==> config.mk <==
export PLATFORM = sky130hd
export DESIGN_NAME = gated_uart_tx
export DESIGN_NICKNAME = d
export VERILOG_FILES = /design/src/rtl/uart_tx_pkg.sv /design/src/rtl/txq_fifo.sv /design/src/rtl/tx_serializer.sv /design/src/rtl/gated_uart_tx.sv
export SDC_FILE = /design/constraint.sdc
export NUM_CORES = 1
export LEC_CHECK = 0
export ABC_CLOCK_PERIOD_IN_PS = 5800
export BUFFER_PORTS_ARGS = -buffer_cell sky130_fd_sc_hd__buf_2
export CAP_MARGIN = 10
export CORE_AREA = 2 2 141 143
export CTS_BUF_LIST = sky130_fd_sc_hd__clkbuf_16
export DETAILED_ROUTE_END_ITERATION = 16
export DIE_AREA = 0 0 143 145
export PLACE_DENSITY = 0.67
export SLEW_MARGIN = 20
export SYNTH_ARGS = -nofsm -noshare
export SYNTH_HDL_FRONTEND = slang
export SYNTH_HIERARCHICAL = 1
export SYNTH_SLANG_ARGS = --single-unit
==> constraint.sdc <==
create_clock -name clk -period 5.8 [get_ports clk]
set_input_delay 0.87 -clock clk [delete_from_list [all_inputs] [get_ports clk]]
set_output_delay 0.87 -clock clk [all_outputs]
set_load 0.02 [all_outputs]
==> src/rtl/uart_tx_pkg.sv <==
package uart_tx_pkg;
  localparam int DATA_W   = 8;
  localparam int MIN_BITS = 5;

  typedef enum logic [2:0] {
    ST_IDLE,
    ST_START,
    ST_DATA,
    ST_PAR,
    ST_STOP
  } tx_state_e;

  typedef struct packed {
    logic [1:0] wlen;
    logic       two_stop;
    logic       par_en;
    logic [1:0] par_mode;
  } line_cfg_t;

  // Parity bit for the active data bits under the selected mode
  function automatic logic calc_parity(logic [DATA_W-1:0] d, logic [1:0] wlen,
                                       logic [1:0] mode);
    logic [DATA_W-1:0] mask;
    logic              ones;
    mask = {DATA_W{1'b1}} >> (DATA_W - MIN_BITS - int'(wlen));
    ones = ^(d & mask);
    case (mode)
      2'b00:   return ~ones;
      2'b01:   return ones;
      2'b10:   return 1'b1;
      default: return 1'b0;
    endcase
  endfunction
endpackage

==> src/rtl/txq_fifo.sv <==
module txq_fifo #(
  parameter int W     = 8,
  parameter int DEPTH = 16
) (
  input  logic         clk,
  input  logic         rst_n,
  input  logic         clear,
  input  logic         push,
  input  logic [W-1:0] din,
  input  logic         pop,
  output logic [W-1:0] dout,
  output logic         empty,
  output logic         full
);
  localparam int AW   = (DEPTH > 1) ? $clog2(DEPTH) : 1;
  localparam int CNTW = $clog2(DEPTH + 1);

  logic [W-1:0]    mem [DEPTH];
  logic [AW-1:0]   wptr, rptr;
  logic [CNTW-1:0] count;
  logic            push_ok, pop_ok;

  function automatic logic [AW-1:0] nxt(logic [AW-1:0] p);
    return (p == AW'(DEPTH - 1)) ? '0 : p + 1'b1;
  endfunction

  assign empty   = (count == '0);
  assign full    = (count == CNTW'(DEPTH));
  assign push_ok = push && !full && !clear;
  assign pop_ok  = pop && !empty && !clear;
  assign dout    = mem[rptr];

  always_ff @(posedge clk) begin
    if (push_ok) mem[wptr] <= din;
  end

  always_ff @(posedge clk or negedge rst_n) begin
    if (!rst_n) begin
      wptr  <= '0;
      rptr  <= '0;
      count <= '0;
    end else if (clear) begin
      wptr  <= '0;
      rptr  <= '0;
      count <= '0;
    end else begin
      if (push_ok) wptr <= nxt(wptr);
      if (pop_ok)  rptr <= nxt(rptr);
      count <= count + CNTW'(push_ok) - CNTW'(pop_ok);
    end
  end
endmodule

==> src/rtl/tx_serializer.sv <==
module tx_serializer
  import uart_tx_pkg::*;
#(
  parameter int TPB = 16
) (
  input  logic              clk,
  input  logic              rst_n,
  input  logic              tick,
  input  line_cfg_t         cfg,
  input  logic              avail,
  input  logic [DATA_W-1:0] din,
  output logic              take,
  output logic              busy,
  output logic              line_bit
);
  localparam int CW = $clog2(2 * TPB) + 1;
  localparam int IW = $clog2(DATA_W);

  tx_state_e         st;
  logic [CW-1:0]     cnt, stop_len_q, cur_len;
  logic [DATA_W-1:0] shreg;
  logic [IW-1:0]     idx, last_idx;
  logic              par_q, has_par_q, bit_end;
  logic [CW-1:0]     stop_len_d;

  assign take    = (st == ST_IDLE) && avail;
  assign busy    = (st != ST_IDLE);
  assign cur_len = (st == ST_STOP) ? stop_len_q : CW'(TPB);
  assign bit_end = tick && (cnt == cur_len - 1'b1);

  always_comb begin
    if (!cfg.two_stop)        stop_len_d = CW'(TPB);
    else if (cfg.wlen == 2'b00) stop_len_d = CW'(TPB + TPB / 2);
    else                      stop_len_d = CW'(2 * TPB);
  end

  always_ff @(posedge clk or negedge rst_n) begin
    if (!rst_n) begin
      st         <= ST_IDLE;
      cnt        <= '0;
      shreg      <= '0;
      idx        <= '0;
      last_idx   <= '0;
      par_q      <= 1'b0;
      has_par_q  <= 1'b0;
      stop_len_q <= CW'(TPB);
    end else if (st == ST_IDLE) begin
      if (take) begin
        st         <= ST_START;
        cnt        <= '0;
        shreg      <= din;
        idx        <= '0;
        last_idx   <= IW'(cfg.wlen) + IW'(MIN_BITS - 1);
        par_q      <= calc_parity(din, cfg.wlen, cfg.par_mode);
        has_par_q  <= cfg.par_en;
        stop_len_q <= stop_len_d;
      end
    end else if (tick) begin
      if (bit_end) begin
        cnt <= '0;
        case (st)
          ST_START: st <= ST_DATA;
          ST_DATA: begin
            if (idx == last_idx) begin
              st <= has_par_q ? ST_PAR : ST_STOP;
            end else begin
              idx   <= idx + 1'b1;
              shreg <= shreg >> 1;
            end
          end
          ST_PAR:  st <= ST_STOP;
          default: st <= ST_IDLE;
        endcase
      end else begin
        cnt <= cnt + 1'b1;
      end
    end
  end

  always_comb begin
    case (st)
      ST_START: line_bit = 1'b0;
      ST_DATA:  line_bit = shreg[0];
      ST_PAR:   line_bit = par_q;
      default:  line_bit = 1'b1;
    endcase
  end
endmodule

==> src/rtl/gated_uart_tx.sv <==
module gated_uart_tx
  import uart_tx_pkg::*;
#(
  parameter int FIFO_DEPTH    = 16,
  parameter int TICKS_PER_BIT = 16
) (
  input  logic              clk,
  input  logic              rst_n,
  input  logic              baud_tick,
  input  logic              wr_valid,
  output logic              wr_ready,
  input  logic [DATA_W-1:0] wr_data,
  input  logic              flush,
  input  logic [1:0]        word_len,
  input  logic              two_stop,
  input  logic              par_en,
  input  logic [1:0]        par_sel,
  input  logic              brk,
  input  logic              tx_en,
  output logic              txd,
  output logic              hold_empty,
  output logic              tx_empty
);
  logic              q_empty, q_full, q_pop, ser_busy, line_bit;
  logic [DATA_W-1:0] q_dout;
  line_cfg_t         cfg;

  assign cfg = '{wlen: word_len, two_stop: two_stop, par_en: par_en, par_mode: par_sel};

  txq_fifo #(.W(DATA_W), .DEPTH(FIFO_DEPTH)) u_q (
    .clk   (clk),
    .rst_n (rst_n),
    .clear (flush),
    .push  (wr_valid),
    .din   (wr_data),
    .pop   (q_pop),
    .dout  (q_dout),
    .empty (q_empty),
    .full  (q_full)
  );

  tx_serializer #(.TPB(TICKS_PER_BIT)) u_ser (
    .clk      (clk),
    .rst_n    (rst_n),
    .tick     (baud_tick),
    .cfg      (cfg),
    .avail    (!q_empty && tx_en),
    .din      (q_dout),
    .take     (q_pop),
    .busy     (ser_busy),
    .line_bit (line_bit)
  );

  assign wr_ready   = !q_full;
  assign hold_empty = q_empty;
  assign tx_empty   = q_empty && !ser_busy;
  assign txd        = brk ? 1'b0 : line_bit;
endmodule

# After elaboration in Yosys (flattened, before gate mapping)
# Memory sizes are Yosys's and may differ from the RTL's.
# Cells that the tools add are included.
totals:
  register_bits: 44
  ram_bits: 128
  in_bits: 21
  out_inout_bits: 4
  wordCells: 103
  mem_count: 1
memory_table:
  columns: ["memory", "words", "width", "read_ports", "rd_ports_with_merged_regs", "write_ports", "line_no", "rtl"]
  rows:
  - ["u_q.mem", 16, 8, 1, 0, 1, "txq_fifo.sv:18", "logic [W-1:0] mem [DEPTH];"]
classes:
  add_sub_neg: 9
  eq_ne: 14
  shifts: 1
  mux: 38
  n_bitwise: 2
  reduce_logical: 27
op_table:
  columns: ["cell", "n"]
  rows:
  - ["2-to-1 mux 8 bit", 6]
  - ["2-to-1 mux 6 bit", 7]
  - ["2-to-1 mux 3 bit", 12]
  - ["right shift 8 x 32 -> 8 bit, first input constant", 1]
  - ["2-to-1 mux 4 bit", 6]
  - ["nonzero test 2 bit", 5]
  - ["one-hot mux 3 bit (3 select lines)", 1]
  - ["adder 4 x 1 -> 4 bit, second input constant", 2]
  - ["AND 8 bit", 1]
  - ["equality test 4 bit, second input constant", 2]
  - ["logical AND 1 bit", 8]
  - ["XOR reduction 8 bit", 1]
  - ["adder 6 x 1 -> 6 bit, second input constant", 1]
  - ["equality test 3 x 2 -> 1 bit, second input constant", 2]
  - ["equality test 6 bit", 1]
  - ["one-hot mux 1 bit (3 select lines)", 2]
  - ["subtractor 6 x 1 -> 6 bit, second input constant", 1]
  - ["adder 5 x 1 -> 5 bit", 1]
  - ["equality test 5 bit, second input constant", 1]
  - ["logical NOT 5 bit", 1]
  - ["2-to-1 mux 5 bit", 1]
  - ["AND reduction 5 bit", 1]
  - ["subtractor 5 x 1 -> 5 bit", 1]
  - ["logical NOT 1 bit", 4]
  - ["18 further kinds", 22]

# Longest topological paths before layout
# Gate-level depths: netlist of run 1.
logic_depth:
  word_depth: 8
  depth_mapped: 18
  depth_no_buf: 18

# Modules after synthesis
# The synthesis of run 1 kept the hierarchy.
by_module_without_submodules:
  columns: ["module", "instances", "cells_per_inst", "area_each_um2", "seq_area_each_um2"]
  rows:
  - ["txq_fifo", 1, 342, 5916.9, 4169.0]
  - ["tx_serializer", 1, 172, 1642.8, 701.9]
  - ["gated_uart_tx", 1, 4, 25.0, 0.0]

# Worst setup path before layout of run 1
# Ideal clock, no wire load.
synth_path:
  kind: "reg-to-reg"
  startpoint: "reg u_q.count[2]"
  endpoint: "reg u_q.count[4]"
  setup_time_ns: 0.088
  arrival_time_ns: 3.369
  required_time_ns: 5.712
  path_slack_ns: 2.342
  stages_incl_launch_ff: 19
  n_path_buf: 0
  period_less_slack_ns: 3.458
  cell_sequence: "dfrtp_1 > inv_1 > ha_1 > or4b_4 > inv_1 > nor2b_1 > or4b_1 > inv_1 > nand2_2 > nor2_1 > ha_1 > inv_1 > ha_1 > inv_1 > fa_1 > nor2b_1 > o21bai_1 > nand3_1 > nor3b_1"
synth_via:
  elab_chain_len: 8
  elab_cells_between_ends: 13
  cone_classes: "add/sub (2); eq/ne (1); mux (1); reduce/logical (9)"
synth_rtl:
  columns: ["element", "line_no", "rtl"]
  rows:
  - ["from (decl)", "txq_fifo.sv:20", "logic [CNTW-1:0] count;"]
  - ["from (signal assigned)", "txq_fifo.sv:49", "count <= count + CNTW'(push_ok) - CNTW'(pop_ok);"]
  - ["logical NOT 5 bit", "txq_fifo.sv:27", "assign empty = (count == '0);"]
  - ["via hold_empty", "gated_uart_tx.sv:21", "output logic hold_empty,"]
  - ["logical NOT 1 bit", "gated_uart_tx.sv:47", ".avail (!q_empty && tx_en),"]
  - ["logical AND 1 bit", "gated_uart_tx.sv:47", null]
  - ["logical AND 1 bit", "tx_serializer.sv:26", "assign take = (st == ST_IDLE) && avail;"]
  - ["via q_pop", "gated_uart_tx.sv:24", "logic q_empty, q_full, q_pop, ser_busy, line_bit;"]
  - ["logical AND 1 bit (2 in series)", "txq_fifo.sv:30", "assign pop_ok = pop && !empty && !clear;"]
  - ["subtractor 5 x 1 -> 5 bit", "txq_fifo.sv:49", null]
  - ["2-to-1 mux 5 bit", "txq_fifo.sv:42", "end else if (clear) begin"]
# The timed path passes the listed nets, and every way through them passes these cells.
# A chain may end at the register's enable or synchronous reset.

# Final worst setup path of run 1
layout_path:
  startpoint: "reg u_q.count[2]"
  endpoint: "reg u_q.count[4]"
layout_via:
  elab_chain_len: 8
  elab_cells_between_ends: 13
  cone_classes: "add/sub (2); eq/ne (1); mux (1); reduce/logical (9)"
layout_rtl:
  columns: ["element", "line_no"]
  rows:
  - ["logical NOT 5 bit", "txq_fifo.sv:27"]
  - ["logical NOT 1 bit", "gated_uart_tx.sv:47"]
  - ["logical AND 1 bit", "gated_uart_tx.sv:47"]
  - ["logical AND 1 bit", "tx_serializer.sv:26"]
  - ["via q_pop", "gated_uart_tx.sv:24"]
  - ["logical AND 1 bit (2 in series)", "txq_fifo.sv:30"]
  - ["subtractor 5 x 1 -> 5 bit", "txq_fifo.sv:49"]
  - ["2-to-1 mux 5 bit", "txq_fifo.sv:42"]
# The timed path passes the listed nets, and every way through them passes these cells.

==> metrics.md, run 1 <==
| Metric | Value |
|---|---|
| Diode count | 0 |
| Die footprint | roughly 21000 um^2 |
| Largest net degree at the start of global routing | between 40 and 50 |
| Syn_area_per_cell | about 15 um^2 |
| Most common library cell in the layout ignoring fill and taps | edfxtp_1 |
| Post-synthesis cell count | 518 |
| Core ar. | a little under 20000 um^2 |
| PortBufs | 24 |
| Initial antenna violation count | 0 |
| Clock Sinks | between 150 and 200 |
| Startpoint Class | register |
| Post-layout minimum cycle time | ~4100 ps |
| Std cell rows | between 50 and 60 |
| Vias in the first global route | about 4500 |
| Worst Setup SP | u_q/count[2] |
| Finish-stage setup viols | 0 |
| CTS root buf | clkbuf_16 |
| Maxcap violations | 0 |
| Most frequent cells in the layout | edfxtp_1, nand2_1, dfrtp_1 |
| Synth Area in Compound Gates | 0.07803 |
| Cell variety after synth | 65 |
| Fraction of registers with async set/reset | 0.2426 |
| Slew headroom | 0.3466 |
| Hold-fix buffers, CTS | 0 |
| Die width | 143 um |
| DR iter-0 viols | approximately 360 |
| Final hold viol count | 0 |
| Yosys reg bits | around 170 |
| Top FF cell, synth | edfxtp_1 |
| CP endpoint kind | register |
| Worst Hold Class | reg2reg |
| Max Used Layer | met4 |
| Final Cell Area | 8499 um^2 |
| DRT Pass-1 Iters | 5 |
| ANT nets after route | 0 |
| Hold_sp | u_ser/stop_len_q[5] |
| PostCTS Resize Cnt | 0 |
| Fillers | approximately 1700 |
| XOR/XNOR Fraction of Synth Area | 0.02804 |
| Multi-input logic area | roughly 2500 um^2 |
| Register area | between 4000 and 5000 um^2 |
| Leakage power | roughly 0.003 uW |
| Setup TNS Final | 0 ps |
| Via count | about 4400 |
| Mux cell area share after synthesis | 0.1028 |
| Simple-gate share of the synthesized area | 0.09023 |
| Final WL | 15670 um |
| Worst Path Class, Setup | reg2reg |
| NumNets Final | 582 |
| Mapped Area | roughly 7600 um^2 |
| First-pass GRT wire length | 24920 um |
| Vias per std cell | roughly 5.3 |
| Adder-Cell Fraction of Synth Area | 0.02573 |
| Fmax | between 0.2 and 0.25 GHz |
| Reg2Reg Launch Point | u_q/count[2] |
| All-Layer GR Usage | 0.1593 |
| DR DRC count | 0 |
| Initial Util | 0.3949 |
| Gpl congestion | just over 0.8 |
| Final Cycle Share | 0.7127 |
| Area delta synth->final | 12.06% |
| Worst vdd ir | between 0.2 and 0.25 mV |
| Slew of the pin with the lowest slew margin | 980.0 ps |
| Area of placed instances | ~7900 um^2 |
| M1 WL | between 7000 and 8000 um |
| CTS buffer count | 17 |
| Design Power | about 3500 uW |
| RSZ-0062 raised after global routing | no |
| Grt total ovfl | 0 |
| Layout cell share with drive strength beyond 1 | 0.1986 |
| Clock tree from TritonCTS | done |
| DIE HEIGHT | 145 um |
| Layout Utilization | 0.4425 |
| Slew Viols, Final | 0 |
| Synthesized Nets | about 550 |
| Clock Tree Buf Depth | 2 |
| EDFF count, synth | approximately 130 |
| Register area share after synthesis | 0.6422 |
| YS warnings | 6 |
| Postcts setup bufs | 0 |
| Setup Skew | 9.686 ps |
| Post-DP HPWL | between 10000 and 15000 um |
| Crit path required time | about 6100 ps |
| Maximum fanout along the worst path | 13 |
| Reg clk slew, reported paths | approximately 70 ps |
| WP data arrival | between 4000 and 5000 ps |
| Largest family of logic cells by synthesized area | multiplexers |
| Met2 routed wirelength | 7665 um |
| # IOs | 25 |
| WL per Instance | ~19 um |
| Worst skew pair latency | between 400 and 500 ps |
| Met3 WL | 752 um |
| Power per Cell Area | between 400 and 500 nW/um^2 |
| Max H-tree Level | 4 |
| Status | finished clean |
[kinds of logic (layout without fill, tap and decap cells)]
family	after synthesis	count (layout)
adder cells (fa/ha/maj)	15	15
XOR/XNOR	21	21
AND/OR/NAND/NOR	139	139
AO/OA/AOI/OAI	75	75
multiplexers	57	57
flip-flops	169	169
buffers and inverters	42	83
[where the power goes]
part	leakage [uW]	internal (uW)	switching [uW]
sequential	0.00168	1420	131
clock	0.000284	610	499
combinational	0.00106	382	462
total	0.00302	2410	1090
[per-stage QoR]
stage          hold slack, ps  setup WS, ps  instances
2_1_floorplan           442.1          2342        518
3_3_place_gp            466.5          1946        792
3_5_place_dp            469.3          1741        792
4_1_cts                 486.5          1671        824
5_1_grt                 499.5          1292        824
6_report                484.1          1666        824
[final cells by class]
class,instances,area share
Sequential cell,169,0.5732
Multi-Input combinational cell,307,0.2899
Inverter,20,0.008833
Tap cell,265,0.03901
Clock inverter,15,0.01870
Timing Repair Buffer,31,0.02032
Clock buffer,17,0.05005
[path summary, 6_finish.rpt]
kind | endpoint | slack (ps) | depth (start not counted)
setup / recovery | u_q/count[4] | 1670 | 18
hold / removal | u_ser/stop_len_q[5] | 480 | 1
setup reg to reg | u_q/count[4] | 1670 | 18
hold reg to reg | u_ser/stop_len_q[5] | 480 | 1
max in group asynchronous | u_q/rptr[0] | 4570 | 1
min in group asynchronous | u_ser/cnt[5] | 590 | 1
[sequential cells by signal, indices dropped and copies added (netlist names), 3 cells and up]
signal / cells
u_q/count: 5
u_ser/idx: 3
u_ser/cnt: 6
u_ser/stop_len_q: 3
u_ser/st: 3
u_ser/last_idx: 3
u_q/wptr: 4
u_q/rptr: 4
u_q/mem: 128
u_ser/shreg: 8
[Yosys cell counts, drive strengths merged (2+ instances only)]
master | number | share of area
edfxtp | 128 | 0.51
nand2 | 58 | 0.029
dfrtp | 40 | 0.13
mux2i | 34 | 0.045
nor2 | 32 | 0.016
inv | 20 | 0.0099
o21ai | 18 | 0.012
a221oi | 16 | 0.026
buf | 16 | 0.020
mux4 | 16 | 0.048
ha | 14 | 0.023
xnor2 | 11 | 0.014
a21oi | 10 | 0.0081
a22oi | 9 | 0.0089
nand3 | 9 | 0.0059
nor3 | 9 | 0.0059
xor2 | 9 | 0.011
mux2 | 7 | 0.010
nor2b | 7 | 0.0061
clkbuf | 6 | 0.0030
a21o | 4 | 0.0041
nand4 | 4 | 0.0041
o21a | 4 | 0.0040
nand2b | 3 | 0.0025
nor3b | 3 | 0.0036
a311o | 2 | 0.0026
and3 | 2 | 0.0018
and4bb | 2 | 0.0033
o31ai | 2 | 0.0020
or4 | 2 | 0.0020
or4b | 2 | 0.0031
[per-layer routing]
metal,track usage,vias up
met5,0,-
met4,0.03911,0
met3,0.03960,15
met2,0.2519,108
met1,0.2212,2237
li1,-,2006
[worst max-delay path, cell delays in order (launching register included)]
cell      delay (ps)
dfrtp_1          360
inv_1             80
ha_1             220
or4b_4           240
inv_1             70
nor2b_1          240
or4b_1           720
inv_1            350
nand2_2          130
nor2_1           110
ha_1             230
inv_1             60
ha_1             160
inv_1             50
fa_1             390
nor2b_1          230
o21bai_1         130
nand3_1          100
nor3b_1          170
Power figures use the tool's default switching activity.
==> inputs of run 2 (changes only) <==
--- a/config.mk
+++ b/config.mk
@@ -5,13 +5,14 @@
 export SDC_FILE = /design/constraint.sdc
 export NUM_CORES = 1
 export LEC_CHECK = 0
-export ABC_CLOCK_PERIOD_IN_PS = 5800
+export ABC_AREA = 1
+export ABC_CLOCK_PERIOD_IN_PS = 4100
 export BUFFER_PORTS_ARGS = -buffer_cell sky130_fd_sc_hd__buf_2
 export CAP_MARGIN = 10
-export CORE_AREA = 2 2 141 143
+export CORE_AREA = 2 2 146 148
 export CTS_BUF_LIST = sky130_fd_sc_hd__clkbuf_16
 export DETAILED_ROUTE_END_ITERATION = 16
-export DIE_AREA = 0 0 143 145
+export DIE_AREA = 0 0 148 150
 export PLACE_DENSITY = 0.67
 export SLEW_MARGIN = 20
 export SYNTH_ARGS = -nofsm -noshare
==> constraint.sdc (replaced) <==
create_clock -name clk -period 4.1 [get_ports clk]
set_input_delay 0.615 -clock clk [delete_from_list [all_inputs] [get_ports clk]]
set_output_delay 0.615 -clock clk [all_outputs]
set_load 0.02 [all_outputs]
==> metrics.md, run 2 <==
| Metric | Value |
|---|---|
| Status | finished clean |
| Worst hold slack | 306.4 ps (-177.7 ps) |
| Cell taking the most area after synthesis | edfxtp_1 |
| Yosys reg bits | 169 (unchanged) |
| Die footprint | 22200 um^2 (+7.1%) |
| Most common library cell in the layout ignoring fill and taps | nand2_1 |
| Crit path required time | 4420 ps (-1720 ps) |
| CTS root buf | clkbuf_16 |
| Via count | 5682 (+30%) |
| EDFF count, synth | 128 (unchanged) |
| Number of flip-flops in the largest register | 128 (unchanged) |
| M1 WL | 7832 um (+11%) |
| Area delta synth->final | 11.13% |
| Most frequent cells in the layout | nand2_1, edfxtp_1, inv_1 |
| Worst Path Class, Setup | reg2reg |
| Worst vdd ir | 0.3306 mV (+64%) |
| Worst skew pair latency | 430 ps (about the same) |
| WL per Instance | 14.80 um (-22%) |
| CP endpoint kind | register |
| Maximum fanout along the worst path | 12 (-1) |
| Largest regs | u_q/mem: 128 flops, u_ser/shreg: 8 flops, u_ser/cnt: 6 flops |
| Final Cell Area | 9020 um^2 (+6.1%) |
| Reg clk slew, reported paths | 80 ps (about the same) |
| DRT Pass-1 Iters | 5 (unchanged) |
| Register area share after synthesis | 0.6001 (-0.04207) |
| YS warnings | 6 (unchanged) |
| Vias per std cell | 4.828 (-8.9%) |
| DIE HEIGHT | 150 um (+3.4%) |
| # IOs | 25 (unchanged) |
| Initial antenna violation count | 0 (unchanged) |
| Core ar. | 20690 um^2 (+7.7%) |
| Top FF cell, synth | edfxtp_1 |
| Area of placed instances | 8412 um^2 (+6.3%) |
| PostCTS Resize Cnt | 0 (unchanged) |
| PortBufs | 24 (unchanged) |
| Slew Viols, Final | 0 (unchanged) |
| Slew headroom | 0.3458 (-0.0008530) |
| Clock tree from TritonCTS | done |
| Worst Reg-to-Reg Cells | 17 (-1) |
| Final WL | 17420 um (+11%) |
| ANT nets after route | 0 (unchanged) |
| Setup TNS Final | 0 ps (unchanged) |
| Vias in the first global route | 5255 (+17%) |
| DR iter-0 viols | 543 (+53%) |
| Synthesized Nets | 909 (+64%) |
| CTS buffer count | 17 (unchanged) |
| Finish-stage setup viols | 0 (unchanged) |
| Synth cell count leaders | nand2_1, edfxtp_1, inv_1, nor2_1, nand3_1 |
| NumNets Final | 925 (+59%) |
| WP data arrival | 3420 ps (-1050 ps) |
| Fillers | 1992 (+17%) |
| Hold-fix buffers, CTS | 0 (unchanged) |
| Layout cell share with drive strength beyond 1 | 0.09645 (-0.1021) |
| Post-layout minimum cycle time | 3098 ps (-1036 ps) |
| Power per Cell Area | 573.4 nW/um^2 (+39%) |
| DR DRC count | 0 (unchanged) |
| Initial Util | 0.3923 (-0.002597) |
| Final Cycle Share | 0.7556 (+0.04284) |
| Setup Skew | 12.49 ps (+2.809 ps) |
| Top-area cell type share of the netlist area | 0.4736 (-0.03320) |
| Maxcap violations | 0 (unchanged) |
| Postcts setup bufs | 0 (unchanged) |
| Largest Register | u_q/mem |
| Fraction of registers with async set/reset | 0.2426 (unchanged) |
| Grt total ovfl | 0 (unchanged) |
| Met2 routed wirelength | 8535 um (+11%) |
| Std cell rows | 53 (+3.9%) |
| All-Layer GR Usage | 0.1633 (+0.003986) |
| Synth area leaders | edfxtp_1, nand2_1, dfrtp_1, nand3_1, inv_1 |
| RSZ-0062 raised after global routing | no |
| Worst Hold Class | in2async |
| Slew of the pin with the lowest slew margin | 977.7 ps (-2.332 ps) |
| Leakage power | 0.003931 uW (+30%) |
| First-pass GRT wire length | 27840 um (+12%) |
| Syn_area_per_cell | 9.297 um^2 (-37%) |
| Fmax | 0.3228 GHz (+33%) |
| Largest net degree at the start of global routing | 83 (+98%) |
| Diode count | 0 (unchanged) |
| Top-count cell post-synth | nand2_1 |
| Gpl congestion | 0.8224 (+2.0%) |
| Post-DP HPWL | 11220 um (+7.8%) |
| Final hold viol count | 0 (unchanged) |
| Met3 WL | 666 um (-11%) |
| Mapped Area | 8117 um^2 (+7.0%) |
| Max H-tree Level | 4 (unchanged) |
| Clock Tree Buf Depth | 2 (unchanged) |
| Die width | 148 um (+3.5%) |
| Clock Sinks | 169 (unchanged) |
| Max Used Layer | met4 |
| Cell variety after synth | 37 (-43%) |
| Startpoint Class | register |
| Post-synthesis cell count | 873 (+69%) |
-- run 2: cell count changes after synthesis, moves of 16 or more --
cell	previous run	this run
inv_1	18	94
mux2i_1	34	0
mux4_2	16	0
nand2_1	57	314
nand3_1	9	78
nor2_1	32	80
-- run 2: cell families (layout without fill, tap and decap cells) --
family | Yosys count | count (layout) | synth area share
compound gates | 28 | 28 | 0.01819
buf+inv | 132 | 161 | 0.07168
flops | 169 | 169 | 0.6001
simple gates | 511 | 511 | 0.2665
xor+xnor | 18 | 18 | 0.01942
fa+ha+maj | 15 | 15 | 0.02405
-- run 2: area by class of cell --
class,count,area [um^2],area share
inverters,101,381.6,0.04231
multi-input cells,572,2669,0.2959
flip-flops and latches,169,4872,0.5402
clock buffers,17,425.4,0.04716
clock inverters,15,177.7,0.01970
well taps,275,344.1,0.03815
repair buffers,28,150.1,0.01665
-- run 2: per-layer routing --
metal	global-route usage	up-vias
met5	0	-
met4	0.06952	0
met3	0.02683	21
met2	0.2729	118
met1	0.2111	2708
li1	-	2835
-- run 2: path summary, 6_finish.rpt --
kind | startpoint | to | slack [ps]
min in group clk | par_en | u_ser/has_par_q | 400
max reg2reg | u_q/count[3] | u_q/count[4] | 1000
max | u_q/count[3] | u_q/count[4] | 1000
max in group asynchronous | rst_n | u_q/rptr[0] | 3150
min reg2reg | u_ser/shreg[2] | u_ser/shreg[2] | 480
min | rst_n | u_ser/cnt[5] | 310
-- run 2: stage by stage --
| step | instances | setup WS (ps) | power, uW | utilization |
|---|---|---|---|---|
| 6_report | 1177 | 1002 | 5172 | 0.4360 |
| 5_1_grt | 1177 | 670.0 | 5486 | 0.4360 |
| 4_1_cts | 1177 | 982.9 | 5202 | 0.4357 |
| 3_5_place_dp | 1145 | 998.5 | 3583 | 0.4066 |
| 3_3_place_gp | 1145 | 1125 | 3549 | 0.4066 |
| 2_1_floorplan | 873 | 1316 | 3286 | - |
-- run 2: worst max-delay path: stages, from the launching register on --
cell and delay [ps]:
dfrtp_1 360, inv_1 70, ha_1 210, nand3_1 140, inv_1 90, nor2_1 250
nand2_4 150, inv_1 160, nand3_1 140, inv_1 130, ha_1 240, inv_1 50
ha_1 160, inv_1 60, fa_1 390, nand3b_1 190, a21oi_1 150, nor2_1 60
-- run 2: where the power goes --
| group | internal [uW] | switching (uW) | total, uW | leakage (uW) |
|---|---|---|---|---|
| combinational | 440 | 994 | 1430 | 0.00196 |
| sequential | 2000 | 124 | 2120 | 0.00168 |
| clock | 876 | 739 | 1610 | 0.000290 |
| total | 3320 | 1860 | 5170 | 0.00393 |
